===== config.mk =====
export PLATFORM = sky130hd
export DESIGN_NAME = fletcher_cksum_unit
export DESIGN_NICKNAME = d
export VERILOG_FILES = /design/src/rtl/fcs_pkg.sv /design/src/rtl/fcs_in_queue.sv /design/src/rtl/fcs_step.sv /design/src/rtl/fcs_chain.sv /design/src/rtl/fcs_pipe.sv /design/src/rtl/fletcher_cksum_unit.sv
export SDC_FILE = /design/constraint.sdc
export NUM_CORES = 1
export LEC_CHECK = 0
export BUFFER_PORTS_ARGS = -buffer_cell sky130_fd_sc_hd__buf_2
export CAP_MARGIN = 25
export CORE_AREA = 2 2 222 224
export CTS_BUF_LIST = sky130_fd_sc_hd__clkbuf_16
export DETAILED_ROUTE_END_ITERATION = 16
export DIE_AREA = 0 0 224 226
export HOLD_SLACK_MARGIN = 0.08
export SLEW_MARGIN = 20
export SYNTH_ARGS = -nofsm -noshare
export SYNTH_HDL_FRONTEND = slang
export SYNTH_SLANG_ARGS = --single-unit
export TNS_END_PERCENT = 10

===== constraint.sdc =====
create_clock -name clk -period 25.9 [get_ports clk]
set_clock_uncertainty 0.1 [all_clocks]
set_input_delay 0 -clock clk [delete_from_list [all_inputs] [get_ports clk]]
set_output_delay 0 -clock clk [all_outputs]
set_load 0.02 [all_outputs]

===== src/rtl/fcs_pkg.sv =====
package fcs_pkg;

  localparam int WORD_W    = 16;
  localparam int NUM_WORDS = 8;
  localparam int MSG_W     = WORD_W * NUM_WORDS;
  localparam int SUM_W     = 2 * WORD_W;

  typedef logic [WORD_W-1:0] word_t;

  typedef struct packed {
    word_t hi;   // weighted (second) sum
    word_t lo;   // plain (first) sum
  } sums_t;

  // One accumulation step: the plain sum absorbs the word, and the
  // weighted sum absorbs the updated plain sum. 16-bit adds wrap mod 2^16.
  function automatic sums_t accum_step(sums_t acc, word_t w);
    sums_t r;
    r.lo = acc.lo + w;
    r.hi = acc.hi + r.lo;
    return r;
  endfunction

endpackage


===== src/rtl/fcs_in_queue.sv =====
module fcs_in_queue #(
  parameter int W     = 128,
  parameter int DEPTH = 2
) (
  input  logic         clk,
  input  logic         rst,
  input  logic         in_valid,
  output logic         in_ready,
  input  logic [W-1:0] in_data,
  output logic         out_valid,
  input  logic         out_ready,
  output logic [W-1:0] out_data
);
  localparam int PW = (DEPTH > 1) ? $clog2(DEPTH) : 1;
  localparam int CW = $clog2(DEPTH + 1);

  logic [W-1:0]  slots [DEPTH];
  logic [PW-1:0] wr_ptr, rd_ptr;
  logic [CW-1:0] fill;
  logic          push, pop;

  assign in_ready  = (fill != CW'(DEPTH));
  assign out_valid = (fill != '0);
  assign out_data  = slots[rd_ptr];
  assign push      = in_valid && in_ready;
  assign pop       = out_valid && out_ready;

  always_ff @(posedge clk) begin
    if (rst) begin
      wr_ptr <= '0;
      rd_ptr <= '0;
      fill   <= '0;
    end else begin
      if (push) wr_ptr <= (wr_ptr == PW'(DEPTH - 1)) ? '0 : wr_ptr + 1'b1;
      if (pop)  rd_ptr <= (rd_ptr == PW'(DEPTH - 1)) ? '0 : rd_ptr + 1'b1;
      case ({push, pop})
        2'b10:   fill <= fill + 1'b1;
        2'b01:   fill <= fill - 1'b1;
        default: fill <= fill;
      endcase
    end
  end

  always_ff @(posedge clk) begin
    if (push) slots[wr_ptr] <= in_data;
  end

endmodule


===== src/rtl/fcs_step.sv =====
module fcs_step
  import fcs_pkg::*;
(
  input  sums_t acc_i,
  input  word_t word_i,
  output sums_t acc_o
);
  assign acc_o = accum_step(acc_i, word_i);
endmodule


===== src/rtl/fcs_chain.sv =====
module fcs_chain
  import fcs_pkg::*;
#(
  parameter int LANES = NUM_WORDS
) (
  input  logic [LANES*WORD_W-1:0] msg_i,
  output logic [SUM_W-1:0]        cksum_o
);
  sums_t acc [LANES+1];

  assign acc[0] = '0;

  for (genvar g = 0; g < LANES; g++) begin : g_lane
    fcs_step u_step (
      .acc_i  (acc[g]),
      .word_i (msg_i[g*WORD_W +: WORD_W]),
      .acc_o  (acc[g+1])
    );
  end

  assign cksum_o = acc[LANES];
endmodule


===== src/rtl/fcs_pipe.sv =====
module fcs_pipe #(
  parameter int W    = 32,
  parameter int NREG = 2
) (
  input  logic         clk,
  input  logic         rst,
  input  logic         in_valid,
  output logic         in_ready,
  input  logic [W-1:0] in_data,
  output logic         out_valid,
  input  logic         out_ready,
  output logic [W-1:0] out_data
);
  // Position 0 is the pipe input; position k+1 is the output of register k.
  logic         pv  [NREG+1];
  logic [W-1:0] pd  [NREG+1];
  logic         adv [NREG+1];   // adv[k]: register k may load this cycle

  assign pv[0]     = in_valid;
  assign pd[0]     = in_data;
  assign adv[NREG] = out_ready;

  for (genvar k = 0; k < NREG; k++) begin : g_stage
    logic         vld_q;
    logic [W-1:0] dat_q;

    assign adv[k]  = !vld_q || adv[k+1];
    assign pv[k+1] = vld_q;
    assign pd[k+1] = dat_q;

    always_ff @(posedge clk) begin
      if (rst)         vld_q <= 1'b0;
      else if (adv[k]) vld_q <= pv[k];
    end

    always_ff @(posedge clk) begin
      if (adv[k] && pv[k]) dat_q <= pd[k];
    end
  end

  assign in_ready  = adv[0];
  assign out_valid = pv[NREG];
  assign out_data  = pd[NREG];
endmodule


===== src/rtl/fletcher_cksum_unit.sv =====
module fletcher_cksum_unit
  import fcs_pkg::*;
#(
  parameter int NSTAGES = 3,
  parameter int QDEPTH  = 2
) (
  input  logic             clk,
  input  logic             rst,
  input  logic             recv_valid,
  output logic             recv_ready,
  input  logic [MSG_W-1:0] recv_msg,
  output logic             send_valid,
  input  logic             send_ready,
  output logic [SUM_W-1:0] send_data
);
  localparam int NREG = NSTAGES - 1;

  logic             q_valid, q_take;
  logic [MSG_W-1:0] q_msg;
  logic [SUM_W-1:0] chain_sum;

  fcs_in_queue #(.W(MSG_W), .DEPTH(QDEPTH)) u_queue (
    .clk       (clk),
    .rst       (rst),
    .in_valid  (recv_valid),
    .in_ready  (recv_ready),
    .in_data   (recv_msg),
    .out_valid (q_valid),
    .out_ready (q_take),
    .out_data  (q_msg)
  );

  fcs_chain #(.LANES(NUM_WORDS)) u_chain (
    .msg_i   (q_msg),
    .cksum_o (chain_sum)
  );

  fcs_pipe #(.W(SUM_W), .NREG(NREG)) u_pipe (
    .clk       (clk),
    .rst       (rst),
    .in_valid  (q_valid),
    .in_ready  (q_take),
    .in_data   (chain_sum),
    .out_valid (send_valid),
    .out_ready (send_ready),
    .out_data  (send_data)
  );
endmodule


-- Word-level counts from Yosys, hierarchy flattened
Memory sizes are Yosys's and may differ from the RTL's. A register that Yosys moved wholly into a read port is not among the register bits.
Index checks and enable logic that the tools add are counted.
- register bits: 70
- memory bits (writable): 256
- input bits: 132
- output and inout port bits: 34
- logic and storage cells: 45
- memories: 1
- add/subtract/negate cells: 18
- eq/ne operators: 3
- multiplexer cells: 7
- reductions and logical operators: 9
- memories (name ; depth ; width ; read ports ; clocked after Yosys merged registers in ; write ports ; RTL line ; source):
    u_queue.slots ; 2 ; 128 ; 1 ; 1 ; 1 ; fcs_in_queue.sv:17 ; logic [W-1:0] slots [DEPTH];
- operator list (cell ; count):
    16-bit adder ; 14
    1-bit 2-to-1 mux ; 6
    2-bit one-hot mux with 2 select lines ; 1
    2-bit nonzero test ; 2
    1-bit logical AND ; 3
    1-bit adder, second input constant ; 2
    2-bit by 1-bit adder with 2-bit output, second input constant ; 1
    2-bit by 1-bit equality test with 1-bit output, second input constant ; 1
    2-bit equality test, second input constant ; 1
    1-bit zero test ; 2
    1-bit logical OR ; 2
    2-bit != test, second input constant ; 1
    2-bit by 1-bit subtractor with 2-bit output, second input constant ; 1

-- Longest topological paths before layout
- depth after elaboration: 8
- mapped depth: 58
- depth with buffers taken out: 56

-- Modules after synthesis
Synthesis repeated with hierarchy kept, for this count alone.
- cells, all modules: 1892
- area, all modules: 22396.5 um2
- by module, submodules not included (module ; instances ; cells an instance ; area an instance (um2) ; sequential area each (um2)):
    fcs_in_queue ; 1 ; 422 ; 9426.5 ; 7787.5
    fcs_step at u_chain.g_lane[4].u_step ... ; 2 ; 170 ; 1342.5 ; 0.0
    fcs_step at u_chain.g_lane[1].u_step ... ; 2 ; 169 ; 1333.8 ; 0.0
    fcs_pipe ; 1 ; 74 ; 2025.7 ; 1961.9
    fcs_step at u_chain.g_lane[0].u_step ; 1 ; 191 ; 1441.4 ; 0.0
    fcs_step at u_chain.g_lane[6].u_step ; 1 ; 180 ; 1415.1 ; 0.0
    fcs_step at u_chain.g_lane[3].u_step ; 1 ; 175 ; 1381.3 ; 0.0
    fcs_step at u_chain.g_lane[7].u_step ; 1 ; 171 ; 1350.0 ; 0.0
    fcs_chain ; 1 ; 1 ; 3.8 ; 0.0

-- Worst setup path before layout
Ideal clock, no wire load.
- path kind: register to register
- start point: reg with a tool-made name
- end point: reg u_pipe.g_stage[0].dat_q[31], data pin
- library setup time: 0.258 ns
- data arrival time: 11.973 ns
- data required time: 25.542 ns
- setup slack: 13.570 ns
- cell stages (with the launch flop): 53
- path buffers: 3
- clock period less this slack: 12.330 ns
- cells stage by stage: dfxtp_1 > clkbuf_1 > clkbuf_1 > clkbuf_1 > mux2_2 > fa_1 > a21o_1 > a21oi_1 > o21bai_1 > a21oi_1 > o21bai_1 > a211oi_1 > o21a_1 > nor3_1 > or3_1 > ha_1 > or4b_2 > o211ai_1 > [17 not listed] > o21ai_0 > a211o_1 > ha_1 > inv_1 > nor4_1 > a31oi_1 > nand2_1 > a211oi_1 > fa_1 > fa_1 > fa_1 > inv_1 > fa_1 > ha_1 > a21o_1 > a31o_2 > xnor2_1 > xnor2_1
- RTL lines (element ; RTL line ; source):
    end signal: assignment ; fcs_pipe.sv:37 ; if (adv[k] && pv[k]) dat_q <= pd[k];
    end: declaration ; fcs_pipe.sv:25 ; logic [W-1:0] dat_q;

==> flow_summary.ini <==
[die]
die_w_um = 224
die-area_um2 = 50620
num_rows = 81
start_util_pct = 39.66
io_pins = 166
die_h_um = 226
core-area_um2 = 48340

[clock_network]
clock_path_buffers = 3
cts_tree = done
path_clk_slew_ps = 60
cts_made_buffers = 37
clockRootBuffer = clkbuf_16
h-tree-depth = 2
clock_latency_ps = 550
cts_sinks = 327
cts_resized = 0

[logic_synthesis]
synth_edf_count = 320
syn_nets = 1819
yosysWarnings = 0
synth_cells = 1463
ys_ff_latch = 327
async_flop_share_pct = 0
netlist.area_leader.share_pct = 50.12
synth_cell_types = 62
netlist_area_um2 = 19170
synth_top_cell_by_area = edfxtp_1
synth_area_leaders = edfxtp_1 (50%), fa_1 (9.6%), ha_1 (8.6%)
synth_seq_area_share_pct = 50.85
dominantRegCellSynth = edfxtp_1
synth.avg_cell_area_um2 = 13.10

[final_layout]
nNetsFinal = 2231
fill_cells = 4190
postLayoutCoreUtil_pct = 50.10
drive_above_1_share_pct = 19.59
fin_cells = 2526
syn_to_final_growth_pct = 26.35
antenna_cells = 0

[routing]
wl_per_cell_um = 17.69
vias = 12370
ant_nets = 0
detail_route.vias_per_cell = 4.898
drt-initial-drc-count = 570
wirelength_um = 44700
drc = 0
dr.pass1.iters = 5

[critical_path]
cp-end-kind = register
critPathMaxStageDelay_ps = 610
path_class = reg -> reg
cp_max_fo = 47
cpLargestDelayFamily = adder cells
required_ps = 26090
critPathBufInv = 5
cpMaxStageDelayCell = buf_4
startpoint_type = register
cpMostUsedCell = ha_1
worstPathArrival_ps = 14160

[timing]
drv_slew = 0
period_minus_slack_ps = 13970
timing.final.crit_share_pct = 53.92
fmax_mhz = 71.60
tightest_slew_ps = 1010
finalSetupViolCount = 0
rsz0062_at_grt = false
final_hold_viol_count = 0
fin_setup_tns_ps = 0
setup_ws_ps = 11930
relSlewSlack_pct = 32.66

[placed_design]
gp_congestion = 0.8274
dpl.cell_count = 2241
hpwl_um = 33240
place_ws_ps = 12010
io_buffers = 165

[grt]
grt_max_degree = 69
grt_antenna_before_repair = 0
overflow = 0
grt_usage_pct = 17.83
grt_pass1_wl_um = 68830
grt_pass1_vias = 12760

[worst_hold_path]
hold_class = in -> reg

[job]
drv_cap = 0

[outcome]
status = completed
==> cells by family after synthesis <==
| logic type | count (synthesis) | share of synthesized area (%) |
|---|---|---|
| AO/OA/AOI/OAI | 252 | 8.837 |
| XOR/XNOR | 113 | 5.280 |
| flip-flops | 327 | 50.85 |
| AND/OR/NAND/NOR | 226 | 5.717 |
| multiplexers | 125 | 7.251 |
| adder cells (fa/ha/maj) | 224 | 18.22 |
| buffers and inverters | 196 | 3.838 |
==> per-layer routing <==
metal  GRT usage [%]  routed length [µm]
met5               0                   0
met4           3.978                 709
met3           2.966                1723
met2           29.34               20960
met1           24.81               21300
==> placed cells by master (no fill, tap or decap), types with 27 or more instances in the layout <==
| cell type | netlist | layout |
|---|---|---|
| edfxtp_1 | 320 | 320 |
| dlygate4sd3_1 | 0 | 217 |
| inv_1 | 180 | 187 |
| buf_2 | 0 | 165 |
| ha_1 | 132 | 132 |
| mux2_2 | 111 | 111 |
| fa_1 | 92 | 92 |
| xnor2_1 | 80 | 80 |
| nor2_1 | 74 | 73 |
| a21oi_1 | 59 | 58 |
| nand2_1 | 46 | 46 |
| o21ai_0 | 40 | 40 |
| clkbuf_16 | 0 | 39 |
| xor2_1 | 31 | 31 |
| nor3_1 | 27 | 27 |
==> layout make-up <==
cell class / instances / area [µm²] / share of cell area [%]
multi-input cells: 940 / 8717 / 35.99
repair buffers: 389 / 3050 / 12.59
inverters: 180 / 675.6 / 2.789
clock buffers: 39 / 975.9 / 4.029
clock inverters: 29 / 271.5 / 1.121
flip-flops and latches: 327 / 9753 / 40.27
well taps: 622 / 778.2 / 3.213
==> Yosys cell counts (all sizes together) (10+ instances only) <==
cell / instances
fa: 92
mux2: 111
nand2: 46
clkbuf: 16
xor2: 31
o21bai: 10
xnor2: 81
a21boi: 11
edfxtp: 320
inv: 180
mux2i: 14
a31oi: 11
nor3: 27
nand2b: 10
o21a: 24
a21oi: 64
ha: 132
nor2b: 20
o21ai: 63
a21o: 24
a211oi: 10
nor2: 74
==> worst paths after layout <==
| path | slack, ps | depth (start not counted) | end | start |
|---|---|---|---|---|
| setup / recovery | 11930 | 53 | u_pipe.g_stage[0].dat_q[31]$_DFFE_PP_ | register |
| hold reg to reg | 320 | 0 | u_pipe.out_data[20]$_DFFE_PP_ | u_pipe.g_stage[0].dat_q[20]$_DFFE_PP_ |
| hold / removal | 110 | 2 | u_queue.slots[1][44]$_DFFE_PP_ | recv_msg[44] |
| setup reg to reg | 11930 | 53 | u_pipe.g_stage[0].dat_q[31]$_DFFE_PP_ | register |
==> timing repair <==
| action | 4_1_cts | 5_1_grt |
|---|---|---|
| buffers inserted | 0 | 0 |
| hold buffers | 216 | 1 |
| setup endpoints to repair | 0 | 0 |
| hold endpoints to repair | 263 | 2 |
==> per-stage QoR <==
stage	area, µm²	hold slack [ps]
6_report	24220	105.5
3_5_place_dp	20800	91.80
3_3_place_gp	20800	89.05
4_1_cts	24210	80.44
5_1_grt	24220	86.24
2_1_floorplan	19170	-30.93
==> worst reg2reg max path: cells and delay by family (launching register included) <==
family	cells	cell delay (ps)
fa+ha+maj	12	4700
compound gates	23	4490
buf+inv	5	1370
simple gates	7	1260
xor+xnor	5	860
flops	1	500
mux	1	460
==> state kept, by name (all words and copies together) (netlist names), named ones only <==
register	count
u_pipe.out_valid	1
u_pipe.g_stage.vld_q	1
u_queue.rd_ptr	1
u_pipe.out_data	32
u_pipe.g_stage.dat_q	32
u_queue.fill	2
u_queue.slots	256
u_queue.wr_ptr	1
Power is not shown: default switching activity piles up to over one toggle a cycle in this logic, so the estimate is an artifact.
